`config.mk`:
```
export PLATFORM = sky130hd
export DESIGN_NAME = por_boot_seq
export DESIGN_NICKNAME = d
export VERILOG_FILES = /design/src/rtl/por_boot_pkg.sv /design/src/rtl/por_clk_div.sv /design/src/rtl/por_release_filter.sv /design/src/rtl/boot_fetch_fsm.sv /design/src/rtl/por_boot_seq.sv
export SDC_FILE = /design/constraint.sdc
export NUM_CORES = 1
export LEC_CHECK = 0
export BUFFER_PORTS_ARGS = -buffer_cell sky130_fd_sc_hd__buf_2
export CORE_AREA = 2 2 86 88
export DETAILED_ROUTE_END_ITERATION = 16
export DIE_AREA = 0 0 88 90
export HOLD_SLACK_MARGIN = 0.12
export PLACE_DENSITY = 0.87
export SLEW_MARGIN = 20
export SYNTH_ARGS = -nofsm -noshare
export SYNTH_HDL_FRONTEND = slang
export SYNTH_HIERARCHICAL = 1
export SYNTH_SLANG_ARGS = --single-unit
export TNS_END_PERCENT = 1
```
`constraint.sdc`:
```
create_clock -name osc_clk -period 2.4 [get_ports osc_clk]
set_input_delay 0.36 -clock osc_clk [delete_from_list [all_inputs] [get_ports osc_clk]]
set_output_delay 0.36 -clock osc_clk [all_outputs]
set_load 0.05 [all_outputs]
```
`src/rtl/por_boot_pkg.sv`:
```
package por_boot_pkg;
  typedef enum logic [1:0] {
    BS_IDLE = 2'd0,
    BS_SP   = 2'd1,
    BS_PC   = 2'd2,
    BS_DONE = 2'd3
  } boot_state_e;
endpackage

```
`src/rtl/por_clk_div.sv`:
```
module por_clk_div #(
  parameter int DIV = 4
) (
  input  logic clk,
  output logic sys_clk,
  output logic tick
);
  localparam int CW = (DIV > 2) ? $clog2(DIV) : 1;

  // free-running: the divided clock must run during reset
  logic [CW-1:0] cnt_q = '0;

  always_ff @(posedge clk) begin
    cnt_q <= cnt_q + CW'(1);
  end

  assign sys_clk = cnt_q[CW-1];
  // true on the oscillator edge that raises sys_clk
  assign tick    = (cnt_q == CW'(DIV / 2 - 1));

  p_sysclk_phase_r2: assert property (@(posedge clk)
    $rose(sys_clk) |-> $past(tick));
endmodule

```
`src/rtl/por_release_filter.sv`:
```
module por_release_filter #(
  parameter int SYNC_STAGES  = 2,
  parameter int STABLE_TICKS = 4
) (
  input  logic clk,
  input  logic supply_ok,
  input  logic tick,
  output logic released,
  output logic start
);
  localparam int SW = $clog2(STABLE_TICKS + 1);

  logic [SYNC_STAGES-1:0] sync_q;
  logic [SW-1:0]          stab_q;
  logic                   rel_q;
  logic                   good;

  assign good  = sync_q[SYNC_STAGES-1];
  assign start = tick && !rel_q && good && (stab_q == SW'(STABLE_TICKS - 1));

  always_ff @(posedge clk or negedge supply_ok) begin
    if (!supply_ok) begin
      sync_q <= '0;
      stab_q <= '0;
      rel_q  <= 1'b0;
    end else if (tick) begin
      sync_q <= {sync_q[SYNC_STAGES-2:0], 1'b1};
      if (start)
        rel_q <= 1'b1;
      else if (!rel_q && good)
        stab_q <= stab_q + SW'(1);
    end
  end

  assign released = rel_q;

  p_release_on_tick_r3: assert property (@(posedge clk) disable iff (!supply_ok)
    $rose(rel_q) |-> $past(tick));
  p_release_needs_sync_r8: assert property (@(posedge clk) disable iff (!supply_ok)
    rel_q |-> good);
endmodule

```
`src/rtl/boot_fetch_fsm.sv`:
```
module boot_fetch_fsm
  import por_boot_pkg::*;
#(
  parameter int          AW      = 32,
  parameter int          DW      = 32,
  parameter logic [AW-1:0] SP_ADDR = '0,
  parameter logic [AW-1:0] PC_ADDR = AW'(4)
) (
  input  logic          clk,
  input  logic          supply_ok,
  input  logic          tick,
  input  logic          start,
  input  logic          mem_ready,
  input  logic [DW-1:0] mem_rdata,
  output logic          req,
  output logic [AW-1:0] addr,
  output logic [DW-1:0] sp,
  output logic [DW-1:0] pc,
  output logic          done
);
  boot_state_e   st_q;
  logic          req_q;
  logic          done_q;
  logic [AW-1:0] addr_q;
  logic [DW-1:0] sp_q;
  logic [DW-1:0] pc_q;

  always_ff @(posedge clk or negedge supply_ok) begin
    if (!supply_ok) begin
      st_q   <= BS_IDLE;
      req_q  <= 1'b0;
      done_q <= 1'b0;
      addr_q <= '0;
      sp_q   <= '0;
      pc_q   <= '0;
    end else if (tick) begin
      case (st_q)
        BS_IDLE: if (start) begin
          st_q   <= BS_SP;
          req_q  <= 1'b1;
          addr_q <= SP_ADDR;
        end
        BS_SP: if (mem_ready) begin
          sp_q   <= mem_rdata;
          addr_q <= PC_ADDR;
          st_q   <= BS_PC;
        end
        BS_PC: if (mem_ready) begin
          pc_q   <= mem_rdata;
          req_q  <= 1'b0;
          done_q <= 1'b1;
          st_q   <= BS_DONE;
        end
        default: ;
      endcase
    end
  end

  assign req  = req_q;
  assign addr = addr_q;
  assign sp   = sp_q;
  assign pc   = pc_q;
  assign done = done_q;

  p_hold_while_stalled_r6: assert property (@(posedge clk) disable iff (!supply_ok)
    (req_q && !(tick && mem_ready)) |=> (req_q && $stable(addr_q)));
  p_done_sticky_r5: assert property (@(posedge clk) disable iff (!supply_ok)
    done_q |=> (done_q && !req_q));
endmodule

```
`src/rtl/por_boot_seq.sv`:
```
module por_boot_seq #(
  parameter int DIV          = 4,
  parameter int SYNC_STAGES  = 2,
  parameter int STABLE_TICKS = 4,
  parameter int AW           = 32,
  parameter int DW           = 32
) (
  input  logic          osc_clk,
  input  logic          supply_ok,
  output logic          sys_clk_o,
  output logic          por_n_o,
  output logic          mem_req_o,
  output logic [AW-1:0] mem_addr_o,
  input  logic          mem_ready_i,
  input  logic [DW-1:0] mem_rdata_i,
  output logic [DW-1:0] sp_o,
  output logic [DW-1:0] pc_o,
  output logic          boot_done_o
);
  localparam logic [AW-1:0] SP_ADDR = '0;
  localparam logic [AW-1:0] PC_ADDR = AW'(DW / 8);

  logic tick;
  logic start;

  por_clk_div #(.DIV(DIV)) u_div (
    .clk     (osc_clk),
    .sys_clk (sys_clk_o),
    .tick    (tick)
  );

  por_release_filter #(
    .SYNC_STAGES  (SYNC_STAGES),
    .STABLE_TICKS (STABLE_TICKS)
  ) u_filt (
    .clk       (osc_clk),
    .supply_ok (supply_ok),
    .tick      (tick),
    .released  (por_n_o),
    .start     (start)
  );

  boot_fetch_fsm #(
    .AW      (AW),
    .DW      (DW),
    .SP_ADDR (SP_ADDR),
    .PC_ADDR (PC_ADDR)
  ) u_fetch (
    .clk       (osc_clk),
    .supply_ok (supply_ok),
    .tick      (tick),
    .start     (start),
    .mem_ready (mem_ready_i),
    .mem_rdata (mem_rdata_i),
    .req       (mem_req_o),
    .addr      (mem_addr_o),
    .sp        (sp_o),
    .pc        (pc_o),
    .done      (boot_done_o)
  );

  p_hold_reset_r1: assert property (@(posedge osc_clk)
    !supply_ok |-> (!por_n_o && !mem_req_o && !boot_done_o));
  p_req_after_release_r4: assert property (@(posedge osc_clk) disable iff (!supply_ok)
    mem_req_o |-> por_n_o);
  p_done_after_release_r5: assert property (@(posedge osc_clk) disable iff (!supply_ok)
    boot_done_o |-> por_n_o);
endmodule

```
# ---- Yosys cells after proc, flatten, opt, wreduce, memory -nomap -nowiden
# Index checks and enable logic that the tools add are counted.
dict set report op_classes {
  eq_ne 7
  bitwise 1
  reduce_logical 16
  mux 10
  n_addsub 2
}
# op count
set ops {}
lappend ops {{2-to-1 mux 32 bit} 2}
lappend ops {{case mux 32 bit (2 select lines)} 1}
lappend ops {{AND reduction 3 bit} 3}
lappend ops {{AND reduction 4 bit} 2}
lappend ops {{2-to-1 mux 2 bit} 3}
lappend ops {{!= test 2 bit (second input constant)} 3}
lappend ops {{case mux 2 bit (3 select lines)} 1}
lappend ops {{AND reduction 5 bit} 1}
lappend ops {{equality test 2 x 1 -> 1 bit (second input constant)} 2}
lappend ops {{logical AND 1 bit} 4}
lappend ops {{nonzero test 2 bit} 2}
lappend ops {{adder 3 x 1 -> 3 bit (second input constant)} 1}
lappend ops {{equality test 3 x 2 -> 1 bit (second input constant)} 1}
lappend ops {{nonzero test 3 bit} 1}
lappend ops {{adder 2 x 1 -> 2 bit (second input constant)} 1}
lappend ops {{equality test 2 bit (second input constant)} 1}
lappend ops {{logical NOT 2 bit} 1}
lappend ops {{2-to-1 mux 1 bit} 2}
lappend ops {{case mux 1 bit (2 select lines)} 1}
lappend ops {{AND reduction 2 bit} 1}
lappend ops {{logical NOT 1 bit} 1}
lappend ops {{inverter 1 bit} 1}
dict set report word_totals {
  wordCells 46
  out_inout_bits 100
  ff_bits 108
  in_bits 35
}

# ---- Longest topological paths before layout
# Gate-level depths: netlist of run 1.
dict set report logic_depth {
  depth_word 6
  ltp_mapped 6
  depth_no_buf 6
}

# ---- Cells and area by module
# Netlist of run 1, hierarchy kept.
# module seq_area_each_um2 cells_each area_each_um2 instances
set by_module_without_submodules {}
lappend by_module_without_submodules {boot_fetch_fsm 1726.7 193 2901.5 1}
lappend by_module_without_submodules {por_release_filter 150.1 17 265.3 1}
lappend by_module_without_submodules {por_clk_div 40.0 6 63.8 1}

# ---- Least setup slack after synthesis of run 1
# Ideal clock, no wire load.
dict set report synth_timing {
  kind {reg-to-reg}
  from {reg u_div.cnt_q[1]}
  to {reg u_fetch.st_q[1]}
  required_time_ns 2.275
  stages_incl_launch_ff 6
  setup_slack_ns 0.392
  path_buffers 0
  period_less_slack_ns 2.008
  setup_time_ns 0.125
  arrival_time_ns 1.883
  cell_sequence {dfxtp_1 -> inv_1 -> ha_1 -> and4b_1 -> o221ai_1 -> mux2_2}
}
dict set report synth_via {
  elab_chain_cells 6
}
# item line_no
set synth_lines {}
lappend synth_lines {{start, declared} por_clk_div.sv:11} ;# logic [CW-1:0] cnt_q = '0;
lappend synth_lines {{start signal, assigned} por_clk_div.sv:14} ;# cnt_q <= cnt_q + CW'(1);
lappend synth_lines {{equality test 2 x 1 -> 1 bit} por_clk_div.sv:19} ;# assign tick = (cnt_q == CW'(DIV / 2 - 1));
lappend synth_lines {{named net tick} por_boot_seq.sv:23} ;# logic tick;
lappend synth_lines {{logical AND 1 bit (3 in series)} por_release_filter.sv:19} ;# assign start = tick && !rel_q && good && (stab_q == SW'(STABLE_TICKS - 1));
lappend synth_lines {{named net start} por_boot_seq.sv:24} ;# logic start;
lappend synth_lines {{!= test 2 bit (no source line)} --}
lappend synth_lines {{AND reduction 5 bit (no source line)} --}
lappend synth_lines {{end signal, assigned} boot_fetch_fsm.sv:30} ;# st_q <= BS_IDLE;
lappend synth_lines {{end signal, assigned} boot_fetch_fsm.sv:39} ;# st_q <= BS_SP;
lappend synth_lines {{end signal, assigned} boot_fetch_fsm.sv:46} ;# st_q <= BS_PC;
lappend synth_lines {{end, declared} boot_fetch_fsm.sv:21} ;# boot_state_e st_q;
# The timed path passes the listed nets, and every way through them passes these cells.
# A chain may end at the register's enable or synchronous reset.

# ---- Worst setup path after layout of run 1
dict set report layout_timing {
  from {reg u_fetch.st_q[1]}
  to {reg u_fetch.sp_q[0], in the netlist u_fetch/sp[0]}
}
dict set report layout_via {
  elab_chain_cells 2
}
# item line_no
set layout_lines {}
lappend layout_lines {{equality test 2 x 1 -> 1 bit} boot_fetch_fsm.sv:37} ;# case (st_q)
lappend layout_lines {{AND reduction 3 bit (no source line)} --}
lappend layout_lines {{end signal, assigned} boot_fetch_fsm.sv:44} ;# sp_q <= mem_rdata;
lappend layout_lines {{end, declared} boot_fetch_fsm.sv:25} ;# logic [DW-1:0] sp_q;
# No other way between the ends.

==> results of run 1 <==
-- report_power, final --
part	switching [uW]	internal [uW]
sequential	0	1300
combinational	143	21.4
clock	449	584
total	591	1900
-- cells in the mapped netlist --
cell       n  area share [%]
dfxtp_1    2             1.2
a31oi_1    1            0.19
mux2_2    36              13
buf_4     37             8.6
mux2_1    30              10
o21a_1     1            0.23
a31o_1     1            0.27
a21oi_1    1            0.15
inv_1      8            0.93
nand3_2    2            0.62
nand2_1    1            0.12
xor2_1     1            0.27
o22ai_1    2            0.39
conb_1     1            0.12
and4bb_4   1            0.50
dfrtp_1   75              58
o221ai_1   1            0.27
a22o_1     1            0.27
nor3b_1    1            0.23
nand2b_1   1            0.19
mux2i_1    2            0.62
mux2_4     1            0.46
ha_1       7             2.7
or2_1      1            0.19
and4b_1    1            0.31
-- flip-flops by register name, indices dropped and copies added (netlist names) --
register and cells:
u_filt/released 1, u_fetch/req 1, u_filt/sync_q 2, u_fetch/sp 32, u_div/cnt_q 2, u_fetch/done 1
u_filt/stab_q 3, u_fetch/st_q 2, u_fetch/pc 32, u_fetch/addr 1
-- layout make-up --
class | instances | share of cell area [%]
clock buffers | 10 | 3.225
clock inverters | 6 | 2.213
inverters | 8 | 0.7588
multi-input cells | 124 | 28.26
flip-flops and latches | 77 | 48.44
well taps | 99 | 3.130
repair buffers | 106 | 13.97
-- worst register-to-register path: cells and delay by family, from the launching register on --
family                     cells  cell delay [ns]
buffers and inverters          2             0.44
and+or+nand+nor                1             0.43
DFF                            1             0.40
muxes                          1             0.28
adders and majority gates      1             0.27
-- per-layer routing --
layer | vias up | global-route usage [%] | share of wire, %
met5 | - | 0 | 0
met4 | 0 | 4.103 | 1.0
met3 | 7 | 5.418 | 7.4
li1 | 901 | - | -
met2 | 82 | 24.31 | 49
met1 | 978 | 18.10 | 42
-- cells by family after synthesis --
family          count (synthesis)  synth area share (%)
other cells                     1                0.1161
simple gates                    8                 2.169
buf+inv                        45                 9.528
flops                          77                 59.33
compound gates                  8                 1.782
mux                            69                 24.09
xor+xnor                        1                0.2712
fa+ha+maj                       7                 2.711
-- final timing paths --
kind                                      start             end  slack, ns
worst max register to register  u_fetch/st_q[1]   u_fetch/sp[0]       0.47
max in group asynchronous             supply_ok  u_fetch/pc[16]       1.65
worst min register to register   u_div/cnt_q[0]  u_div/cnt_q[0]       0.38
min in group osc_clk             mem_rdata_i[5]   u_fetch/pc[5]       0.25
worst min-delay path                  supply_ok  u_fetch/pc[30]       0.14
worst max-delay path            u_fetch/st_q[1]   u_fetch/sp[0]       0.47
-- stage by stage --
step                      total power, uW  std cells  instance area (sq um)
after floorplan                      1468        246                   3343
after global placement               1485        414                   3742
after detailed placement             1487        414                   3742
after CTS                            2534        430                   3958
after global routing                 2603        430                   3958
final                                2493        430                   3958
==> results.json, run 1 <==
{
  "worst_hold_slack_ns": 0.1433,
  "post_cts_resized": 0,
  "maxCapViolations": 0,
  "cp_slowest_stage_delay_ns": 0.43,
  "cts_made_buffers": 9,
  "layout_common_cells": "buf_2, dfrtp_1, mux2_2, conb_1, mux2_1",
  "grt.total_usage_pct": 14.77,
  "clock.fmax_ghz": 0.5182,
  "firstDrtPassIters": 4,
  "cts-root-buf": "clkbuf_8",
  "critPathLaunchType": "flop",
  "start_util_pct": 46.02,
  "fillers": 597,
  "synthCells": 216,
  "hold_viol": 0,
  "cts_tree": "yes",
  "period_share_pct": 80.41,
  "final_common_cell": "buf_2",
  "fin_ws_ns": 0.4702,
  "drt_iter0_markers": 46,
  "dpl.hpwl_um": 4143,
  "drive_above_1_share_pct": 48.64,
  "die_h_um": 90,
  "crit_path_top_delay_cell": "nand3_2",
  "grt_pass1_vias": 1937,
  "wl_per_cell_um": 13.16,
  "regArea_sq_mm": 0.001917,
  "ys_ff_latch": 77,
  "setup_tns_ns": 0,
  "arrival_ns": 2.14,
  "critPathTopFamily": "buffers and inverters",
  "antenna_found_initial": 0,
  "routed_via_density": 4.577,
  "fp.dieArea_sq_mm": 0.007920,
  "grt_max_degree": 76,
  "powerDensity_mw_per_mm2": 629.8,
  "fin_worst_skew_ns": 0.006346,
  "worst_setup_path_end_kind": "flop",
  "layout_min_cycle_time_ns": 1.930,
  "worstSkewPairLatency_ns": 0.33,
  "hold_buffers": 0,
  "syn_area_sq_mm": 0.003231,
  "yosysSeqAreaShare_pct": 59.33,
  "utilization_pct": 56.37,
  "ys_types": 25,
  "cts_buffer_depth": 2,
  "yosys_warnings": 6,
  "gp_congestion": 0.7250,
  "cts.clk_slew.worst_paths_ns": 0.08,
  "status": "finished clean",
  "port_buffers": 103,
  "drcViolationCount": 0,
  "post_cts_buffers": 0,
  "slew_headroom_pct": 39.44,
  "core_area_sq_mm": 0.007020,
  "areaGrowthSynthToFinish_pct": 22.50,
  "p_leak_uw": 0.002365,
  "required_ns": 2.62,
  "grt_setup_unrepaired": "no",
  "setup_viol": 0,
  "cp_max_fo": 17,
  "cp.buffers_inverters": 2,
  "crit_cells": 5,
  "crit_path_cell_trace": "inv_1 > ha_1 > nand3_2 > buf_12 > mux2_2",
  "crit_type": "reg -> reg",
  "final_max_slew_viol_count": 0,
  "cts.sinks": 77,
  "num_vias": 1968,
  "die_w_um": 88,
  "multi_input_comb_area_sq_mm": 0.001119,
  "nets": 368,
  "reg2reg_depth": 5,
  "antenna_cells": 0,
  "drt-total-wl_um": 5660,
  "min_path_type": "in -> async",
  "grt-ovfl-total": 0,
  "preCtsSetupSlack_ns": 0.4681,
  "grt_pass1_wl_um": 9163,
  "htreeDepth": 3,
  "ir_worst_vdd_v": 0.0004065,
  "io-pin-count": 135,
  "ant_nets": 0,
  "tightest_slew_ns": 0.9084,
  "rows": 31,
  "postSynthAreaPerCell_sq_um": 14.96
}
Note: power is estimated with default switching activity, not from simulation.
==> run 2, diff against run 1 <==
==> constraint.sdc (replaced) <==
create_clock -name osc_clk -period 2 [get_ports osc_clk]
set_input_delay 0.3 -clock osc_clk [delete_from_list [all_inputs] [get_ports osc_clk]]
set_output_delay 0.3 -clock osc_clk [all_outputs]
set_load 0.05 [all_outputs]
==> run 2 against run 1 <==
Compared with the run above:
- sequential cell count stayed put
- sequential share of layout area fell by 0.51 points
- critical path depth unchanged
- largest cell class unchanged
- highest routed layer unchanged
==> results.json, run 2 (synthesized netlist as in run 1, its figures left out) <==
{
  "layoutNonFillerInstCount": 433,
  "hold_viol": 0,
  "fp.dieArea_sq_mm": 0.007920,
  "cp_max_fo": 4,
  "layout_common_cells": "buf_2, dfrtp_1, mux2_2, conb_1, mux2_1",
  "grt_pass1_wl_um": 9708,
  "crit_type": "reg -> reg",
  "rows": 31,
  "areaGrowthSynthToFinish_pct": 23.90,
  "clock.fmax_ghz": 0.5418,
  "final_common_cell": "buf_2",
  "drcViolationCount": 0,
  "dpl.hpwl_um": 4249,
  "drt_iter0_markers": 51,
  "grt-ovfl-total": 0,
  "critPathTopFamily": "adder cells",
  "core_area_sq_mm": 0.007020,
  "grt.total_usage_pct": 15.84,
  "crit_path_cell_trace": "ha_1 > ha_1 > and4b_1 > o221ai_1 > mux2_2",
  "hold_start": "mem_rdata_i[8]",
  "dp.cells": 417,
  "nets": 372,
  "r2r_start": "u_filt/stab_q[0]",
  "placed_area_sq_mm": 0.003779,
  "p_leak_uw": 0.002396,
  "wl_per_cell_um": 13.45,
  "cts-root-buf": "clkbuf_8",
  "drt-total-wl_um": 5824,
  "port_buffers": 103,
  "powerDensity_mw_per_mm2": 749.2,
  "ant_nets": 0,
  "gp_congestion": 0.7484,
  "cts_buffer_depth": 2,
  "cts.sinks": 77,
  "cts_made_buffers": 9,
  "maxCapViolations": 0,
  "grt_max_degree": 42,
  "io-pin-count": 135,
  "post_cts_buffers": 0,
  "finalPower_uw": 2999,
  "grt_use_met3_pct": 5.142,
  "cts.clk_slew.worst_paths_ns": 0.08,
  "ir_worst_vdd_v": 0.0003402,
  "worstSkewPairLatency_ns": 0.33,
  "worst_setup_path_end_kind": "flop",
  "arrival_ns": 2.06,
  "antenna_found_initial": 0,
  "drive_above_1_share_pct": 49.10,
  "start_util_pct": 46.02,
  "die_h_um": 90,
  "post_cts_resized": 0,
  "fin_worst_skew_ns": 0.006845,
  "cp_slowest_stage_delay_ns": 0.39,
  "critPathMostFrequentCell": "ha_1",
  "crit_path_top_delay_cell": "dfrtp_1",
  "hold_buffers": 1,
  "setup_tns_ns": 0,
  "gr-usage-met1_pct": 17.93,
  "num_vias": 1977,
  "critPathLaunchType": "flop",
  "grt_setup_unrepaired": "no",
  "fin_area_sq_mm": 0.004003,
  "final_max_slew_viol_count": 0,
  "status": "finished clean",
  "startpoint": "u_filt/stab_q[0]",
  "die_w_um": 88,
  "grt-busiest-layer": "met2",
  "cp.buffers_inverters": 0,
  "grt_pass1_vias": 2069,
  "routed_via_density": 4.566,
  "htreeDepth": 3,
  "grt_use_met2_pct": 27.27,
  "antenna_cells": 0,
  "cts_tree": "yes",
  "setup_viol": 0,
  "layout_min_cycle_time_ns": 1.846,
  "firstDrtPassIters": 4,
  "required_ns": 2.21,
  "min_path_type": "in -> reg",
  "period_share_pct": 92.29
}
## run 2: path summary, 6_finish.rpt
check,slack (ns),cells past startpoint,to
min in group asynchronous,0.46,2,u_fetch/pc[11]
worst min register to register,0.39,1,u_div/cnt_q[0]
max in group asynchronous,0.97,3,u_fetch/sp[2]
worst min-delay path,0.19,2,u_fetch/pc[8]
worst max-delay path,0.15,5,u_fetch/st_q[1]
worst max register to register,0.15,5,u_fetch/st_q[1]
## run 2: power breakdown
group          internal [uW]  switching [uW]  leakage [uW]
Combinational           31.1             172       0.00123
Sequential              1560               0       0.00106
Clock                    728             512      0.000105
Total                   2310             684       0.00240
## run 2: routing by layer
layer / vias up / part of all wire (%)
met1: 983 / 40
met5: - / 0
met4: 0 / 1.3
li1: 909 / -
met3: 8 / 5.6
met2: 77 / 53
## run 2: area by class of cell
class,instances,area [sq um]
inverters,8,30.03
clock inverters,4,72.57
multi-input cells,124,1119
well taps,99,123.9
fillers,582,3018
clock buffers,11,141.4
flip-flops and latches,77,1918
repair buffers,110,598.1
## run 2: stage by stage
stage / hold slack, ns / setup WS, ns / utilization (%)
final: 0.1876 / 0.1542 / 57.01
after global routing: 0.1660 / 0.05056 / 57.01
after CTS: 0.1698 / 0.1444 / 57.01
after detailed placement: 0.2791 / 0.2050 / 53.82
after global placement: 0.2720 / 0.2544 / 53.82
after floorplan: 0.004409 / 0.1571 / -
